===== src/rtl/tmr_pkg.sv =====
package tmr_pkg;
  typedef enum logic [1:0] {
    MD_PRE13   = 2'd0,
    MD_WIDE16  = 2'd1,
    MD_RELOAD8 = 2'd2,
    MD_SPLIT   = 2'd3
  } tmr_mode_e;

  typedef enum logic [1:0] {
    SEL_LO   = 2'd0,
    SEL_HI   = 2'd1,
    SEL_MODE = 2'd2,
    SEL_CTRL = 2'd3
  } tmr_sel_e;

  localparam int MB_CSEL = 2;
  localparam int MB_GATE = 3;
  localparam int CB_RUN  = 0;
  localparam int CB_FLAG = 1;
endpackage


===== src/rtl/tmr_sync.sv =====
module tmr_sync #(
  parameter int W      = 2,
  parameter int STAGES = 2
) (
  input  logic         clk_i,
  input  logic         rst_ni,
  input  logic [W-1:0] d_i,
  output logic [W-1:0] q_o
);
  logic [W-1:0] stg_q [STAGES];

  for (genvar s = 0; s < STAGES; s++) begin : g_stage
    if (s == 0) begin : g_first
      always_ff @(posedge clk_i or negedge rst_ni)
        if (!rst_ni) stg_q[s] <= '0;
        else         stg_q[s] <= d_i;
    end else begin : g_next
      always_ff @(posedge clk_i or negedge rst_ni)
        if (!rst_ni) stg_q[s] <= '0;
        else         stg_q[s] <= stg_q[s-1];
    end
  end

  assign q_o = stg_q[STAGES-1];
endmodule


===== src/rtl/tmr_rise.sv =====
module tmr_rise (
  input  logic clk_i,
  input  logic rst_ni,
  input  logic lvl_i,
  output logic rise_o
);
  logic prev_q;

  always_ff @(posedge clk_i or negedge rst_ni)
    if (!rst_ni) prev_q <= 1'b0;
    else         prev_q <= lvl_i;

  assign rise_o = lvl_i & ~prev_q;
endmodule


===== src/rtl/tmr_core.sv =====
module tmr_core
  import tmr_pkg::*;
#(
  parameter int DW       = 8,
  parameter int PRE_BITS = 5
) (
  input  tmr_mode_e      mode_i,
  input  logic [DW-1:0]  tl_i,
  input  logic [DW-1:0]  th_i,
  input  logic           inc_a_i,
  input  logic           inc_b_i,
  output logic [DW-1:0]  tl_o,
  output logic [DW-1:0]  th_o,
  output logic           set_a_o,
  output logic           set_b_o
);
  localparam logic [DW-1:0]   ONE   = DW'(1);
  localparam logic [2*DW-1:0] ONE2  = (2*DW)'(1);
  localparam logic [DW-1:0]   ALL1  = '1;

  logic [DW-1:0]   tl_inc, th_inc;
  logic [2*DW-1:0] wide_inc;

  assign tl_inc   = tl_i + ONE;
  assign th_inc   = th_i + ONE;
  assign wide_inc = {th_i, tl_i} + ONE2;

  always_comb begin
    tl_o    = tl_i;
    th_o    = th_i;
    set_a_o = 1'b0;
    set_b_o = 1'b0;
    unique case (mode_i)
      MD_PRE13: if (inc_a_i) begin
        if (tl_inc[PRE_BITS-1:0] == '0) begin
          tl_o    = '0;
          th_o    = th_inc;
          set_a_o = (th_i == ALL1);
        end else begin
          tl_o = tl_inc;
        end
      end
      MD_WIDE16: if (inc_a_i) begin
        {th_o, tl_o} = wide_inc;
        set_a_o      = ({th_i, tl_i} == {ALL1, ALL1});
      end
      MD_RELOAD8: if (inc_a_i) begin
        if (tl_i == ALL1) begin
          tl_o    = th_i;
          set_a_o = 1'b1;
        end else begin
          tl_o = tl_inc;
        end
      end
      MD_SPLIT: begin
        if (inc_a_i) begin
          tl_o    = tl_inc;
          set_a_o = (tl_i == ALL1);
        end
        if (inc_b_i) begin
          th_o    = th_inc;
          set_b_o = (th_i == ALL1);
        end
      end
      default: ;
    endcase
  end
endmodule


===== src/rtl/tmr_quad.sv =====
module tmr_quad
  import tmr_pkg::*;
#(
  parameter int DW          = 8,
  parameter int PRE_BITS    = 5,
  parameter int SYNC_STAGES = 2
) (
  input  logic          clk_i,
  input  logic          rst_ni,
  input  logic          wr_en_i,
  input  logic [1:0]    wr_sel_i,
  input  logic [DW-1:0] wr_data_i,
  input  logic          tick_i,
  input  logic          cnt_pin_i,
  input  logic          gate_pin_i,
  input  logic          run_b_i,
  output logic [DW-1:0] tl_o,
  output logic [DW-1:0] th_o,
  output logic [DW-1:0] mode_o,
  output logic          run_o,
  output logic          ovf_o,
  output logic          ovf_b_o
);
  logic [DW-1:0] tl_q, th_q, mode_q, tl_n, th_n;
  logic          run_q, flag_q, pend_q, ovf_b_q;
  logic [1:0]    pin_lvl;
  logic          cnt_rise, set_a, set_b;
  logic          wr_lo, wr_hi, wr_md, wr_ct, hold;
  logic          gate_ok, src_ok, inc_a, inc_b, csel;
  tmr_mode_e     mode;

  tmr_sync #(.W(2), .STAGES(SYNC_STAGES)) u_sync (
    .clk_i, .rst_ni,
    .d_i ({gate_pin_i, cnt_pin_i}),
    .q_o (pin_lvl)
  );

  tmr_rise u_rise (
    .clk_i, .rst_ni,
    .lvl_i  (pin_lvl[0]),
    .rise_o (cnt_rise)
  );

  assign wr_lo = wr_en_i && (wr_sel_i == SEL_LO);
  assign wr_hi = wr_en_i && (wr_sel_i == SEL_HI);
  assign wr_md = wr_en_i && (wr_sel_i == SEL_MODE);
  assign wr_ct = wr_en_i && (wr_sel_i == SEL_CTRL);
  assign hold  = wr_lo | wr_hi;  // software load replaces counting

  assign mode    = tmr_mode_e'(mode_q[1:0]);
  assign csel    = mode_q[MB_CSEL];
  assign gate_ok = ~mode_q[MB_GATE] | pin_lvl[1];
  assign src_ok  = csel ? pend_q : tick_i;
  assign inc_a   = run_q & gate_ok & src_ok & ~hold;
  assign inc_b   = (mode == MD_SPLIT) & run_b_i & tick_i & ~hold;

  tmr_core #(.DW(DW), .PRE_BITS(PRE_BITS)) u_core (
    .mode_i  (mode),
    .tl_i    (tl_q),
    .th_i    (th_q),
    .inc_a_i (inc_a),
    .inc_b_i (inc_b),
    .tl_o    (tl_n),
    .th_o    (th_n),
    .set_a_o (set_a),
    .set_b_o (set_b)
  );

  always_ff @(posedge clk_i or negedge rst_ni) begin
    if (!rst_ni) begin
      tl_q    <= '0;
      th_q    <= '0;
      mode_q  <= '0;
      run_q   <= 1'b0;
      flag_q  <= 1'b0;
      pend_q  <= 1'b0;
      ovf_b_q <= 1'b0;
    end else begin
      tl_q    <= wr_lo ? wr_data_i : tl_n;
      th_q    <= wr_hi ? wr_data_i : th_n;
      ovf_b_q <= set_b;
      if (wr_md) mode_q <= wr_data_i;
      if (wr_ct) run_q  <= wr_data_i[CB_RUN];
      // hardware set beats software clear
      if (set_a)      flag_q <= 1'b1;
      else if (wr_ct) flag_q <= wr_data_i[CB_FLAG];
      if (wr_md)                pend_q <= 1'b0;
      else if (cnt_rise)        pend_q <= 1'b1;
      else if (inc_a && csel)   pend_q <= 1'b0;
    end
  end

  assign tl_o    = tl_q;
  assign th_o    = th_q;
  assign mode_o  = mode_q;
  assign run_o   = run_q;
  assign ovf_o   = flag_q;
  assign ovf_b_o = ovf_b_q;
endmodule


===== config.mk =====
export PLATFORM = sky130hd
export DESIGN_NAME = tmr_quad
export DESIGN_NICKNAME = d
export VERILOG_FILES = /design/src/rtl/tmr_pkg.sv /design/src/rtl/tmr_sync.sv /design/src/rtl/tmr_rise.sv /design/src/rtl/tmr_core.sv /design/src/rtl/tmr_quad.sv
export SDC_FILE = /design/constraint.sdc
export NUM_CORES = 1
export LEC_CHECK = 0
export BUFFER_PORTS_ARGS = -buffer_cell sky130_fd_sc_hd__buf_2
export CORE_MARGIN = 8
export CORE_UTILIZATION = 53
export CTS_CLUSTER_DIAMETER = 150
export CTS_CLUSTER_SIZE = 14
export DETAILED_ROUTE_END_ITERATION = 16
export GPL_TIMING_DRIVEN = 1
export PLACE_DENSITY = 0.79
export SLEW_MARGIN = 20
export SYNTH_ARGS = -nofsm -noshare
export SYNTH_HDL_FRONTEND = slang
export SYNTH_SLANG_ARGS = --single-unit

===== constraint.sdc =====
create_clock -name clk_i -period 1.89 [get_ports clk_i]
set_input_delay 0.0945 -clock clk_i [delete_from_list [all_inputs] [get_ports clk_i]]
set_output_delay 0.0945 -clock clk_i [all_outputs]
set_load 0.1 [all_outputs]

==> results_dict.tcl <==
set metrics [dict create \
    arrival_ps 2100 \
    min_path_cells 3 \
    worstPathRequired_ps 2150 \
    numCtsBuffers 5 \
    p_clk_share_pct 12.8 \
    portBuffers 43 \
    coreArea_um2 3360 \
    dp_hpwl_um 3920 \
    place_area_um2 2260 \
    min_period_ps 1830 \
    maxCapViolations 0 \
    cts_root_buffer "clkbuf_4" \
    synth_edf_count 0 \
    p_int_uw 1690 \
    area_delta_synth_final_pct 28.3 \
    num_rows 21 \
    dieArea_um2 5650 \
    max_stage_delay_ps 480 \
    seq_power_share_pct 31.5 \
    cp-start-kind "flop" \
    p_leak_uw 0.000999 \
    antenna_found_initial 0 \
    synth.cell_area_um2 1860 \
    ys_warn_count 0 \
    finalWirelength_um 5340 \
    firstDrtPassIters 4 \
    cts_max_level 2 \
    drc_errors 0 \
    slowest_stage "dfrtp_4" \
    num_vias 1811 \
    path_clk_slew_ps 100 \
    switchingPower_uw 2330 \
    cp-end-kind "flop" \
    finalNetCount 270 \
    overflow 0 \
    skew_ps 15.1 \
    cp_num_cells 6 \
    seq_area_um2 868 \
    grtUsageTotal_pct 20.5 \
    final_cells 298 \
    swShare_pct 58.0 \
    yosysSeqAreaShare_pct 44.5 \
    status "complete, no violations" \
    tightest_slew_ps 740 \
    drive_above_1_share_pct 40.5 \
    yosysUniqueCellTypes 41 \
    synth_seq_cells 33 \
    grt_max_degree 34 \
    fillers 283 \
    ant_nets 0 \
    rsz0062_at_grt "true" \
    via_per_inst 6.08 \
    design_area_um2 2380 \
    crit_chain "ha_4, nand4_1, o21ai_2, nand2_1, or4_1, nand4_1" \
    start_util_pct 55.2 \
    dp.cells 286 \
    p_comb_share_pct 55.8 \
    hold_violations 0 \
    drt_iter0_markers 143 \
    clkSinkCount 33 \
    r2r_cells 6 \
    routedWlPerCell_um 17.9 \
    grt_pass1_vias 1826 \
    gp_congestion 0.926 \
    power_per_cell_area_nw_per_um2 1690 \
    die_width_um 75.2 \
    io_pins 44 \
    grt_pass1_wl_um 8800 \
    diodes 0 \
    multiInputGateArea_um2 1050 \
    cts_tree "built" \
    clk_path_buf_depth 2 \
    synthFlopType "dfrtp_1" \
    finalCritPeriodShare_pct 97.0 \
    synth_nets 214 \
    maxSlewViolCount 0 \
    async_flop_share_pct 100 \
    die_height_um 75.2 \
    path_buf_inv 0 \
    hp-class "input port to flop" \
    crit_family "simple AND/OR/NAND/NOR gates" \
    syn_inst 195 \
    path_max_fanout 7 \
    clk-insertion-delay-late_ps 340 \
    irDropWorstVdd_uv 1070 \
    path_class "flop to flop" \
    finalSetupViolCount 0 \
    path_common_cell "nand4_1" \
    max_freq_ghz 0.546 \
    max_slew_margin_pct 50.7 \
    avgSynthCellArea_um2 9.52 \
]
-- repair_timing --
| action | CTS | global route |
|---|---|---|
| resized for setup | 0 | 1 |
| buffers inserted | 0 | 1 |
| endpoints found under the hold margin | 35 | 0 |
| endpoints found under the setup margin | 0 | 8 |
| hold buffers | 3 | 0 |
-- cell type report --
cell class	count	share of cell area (%)
clock inverter	2	1.47
timing repair buffer	56	13.5
sequential	33	36.5
clock buffer	6	1.73
multi-input combinational	152	44.0
tap	46	2.42
inverter	3	0.473
-- worst register-to-register path, delay by kind of cell (launching register included) --
family,cells,cell delay (ps)
flops,1,480
fa+ha+maj,1,160
compound gates,1,290
simple gates,4,830
-- registers in the layout, summed over array words and instances (netlist names) --
name,flops
mode_o,8
ovf_b_o,1
ovf_o,1
pend_q,1
run_o,1
th_o,8
tl_o,8
u_rise.prev_q,1
u_sync.q_o,2
u_sync.stg_q,2
-- cell families (layout without fill, tap and decap cells) --
logic type | after synthesis | in the layout | share of synthesized area, %
AO/OA/AOI/OAI | 47 | 47 | 16.7
XOR/XNOR | 5 | 5 | 2.36
adder cells (fa/ha/maj) | 2 | 2 | 1.35
buffers and inverters | 10 | 67 | 2.97
flip-flops | 33 | 33 | 44.5
multiplexers | 13 | 13 | 7.96
AND/OR/NAND/NOR | 85 | 85 | 24.1
-- final timing paths --
kind | start | slack [ps] | to
max reg2reg | tl_o[0]$_DFFE_PN0P_ | 60 | th_o[6]$_DFFE_PN0P_
max | tl_o[0]$_DFFE_PN0P_ | 60 | th_o[6]$_DFFE_PN0P_
min in group asynchronous | rst_ni | 370 | u_sync.stg_q[3]$_DFF_PN0_
max in group asynchronous | rst_ni | 960 | tl_o[5]$_DFFE_PN0P_
min | wr_data_i[7] | 20 | th_o[7]$_DFFE_PN0P_
min reg2reg | u_sync.stg_q[2]$_DFF_PN0_ | 370 | u_sync.q_o[0]$_DFF_PN0_
-- placed cells by master (no fill, tap or decap), types with 2 or more instances in the layout --
master,synthesis,final
buf_4,0,10
clkbuf_4,0,5
nand2_1,24,24
inv_1,3,3
a211o_1,2,2
nand3b_1,3,3
nor2b_1,3,3
o21ai_1,2,3
nor2_1,14,13
a21oi_2,2,4
xor2_1,5,5
dfrtp_1,33,17
o21ai_0,7,5
mux2i_1,2,2
nand4_1,16,16
and3_1,2,2
nand3_1,5,3
o211ai_1,8,8
a22oi_1,4,4
dfrtp_4,0,9
dfrtp_2,0,7
buf_2,2,43
o22ai_1,3,2
nand2b_1,4,4
mux2_2,10,10
dlygate4sd3_1,0,3
a21oi_1,9,6
and2_1,2,2
a211oi_1,5,5
or4_1,5,5
-- power groups by stage --
stage | clock [uW] | combinational [uW] | sequential [uW]
detailed placement | 0 | 2220 | 1270
finish | 513 | 2240 | 1270
floorplan | 0 | 601 | 2470
global placement | 0 | 2210 | 1250
global route | 553 | 2350 | 1300
CTS | 528 | 2240 | 1260
-- Yosys cell counts (all sizes together) (5+ instances only) --
cell type  count  area, um2
a211oi         5       37.5
o21ai          9       45.0
nor2          14       52.6
xor2           5       43.8
nand4         17        113
dfrtp         33        826
a21oi         11       62.6
nand2         24       90.1
nand3          5       25.0
o211ai         8       60.1
or4            5       37.5
mux2          11        128
buf            5       36.3
-- layer usage --
layer | up-vias | part of all wire [%] | routed length (um) | global-route usage, %
met5 | - | 0 | 0 | 0
met4 | 0 | 2.8 | 150 | 8.96
met3 | 14 | 7.3 | 388 | 4.66
met2 | 69 | 47 | 2530 | 32.5
met1 | 876 | 43 | 2270 | 25.8
li1 | 852 | - | - | -
-- metrics by stage --
step / power, uW / worst slack [ps] / TNS [ps] / utilization [%] / hold WS [ps]
4_1_cts: 4020 / 36.8 / 0 / 70.5 / 5.22
2_1_floorplan: 3070 / -126 / -943 / - / -201
5_1_grt: 4200 / -22.1 / -71.4 / 70.8 / 38.0
6_report: 4020 / 57.6 / 0 / 70.8 / 16.1
3_5_place_dp: 3490 / 62.5 / 0 / 67.3 / 197
3_3_place_gp: 3460 / 82.8 / 0 / 67.3 / 200
No activity file was read; power rests on OpenSTA's default activity.
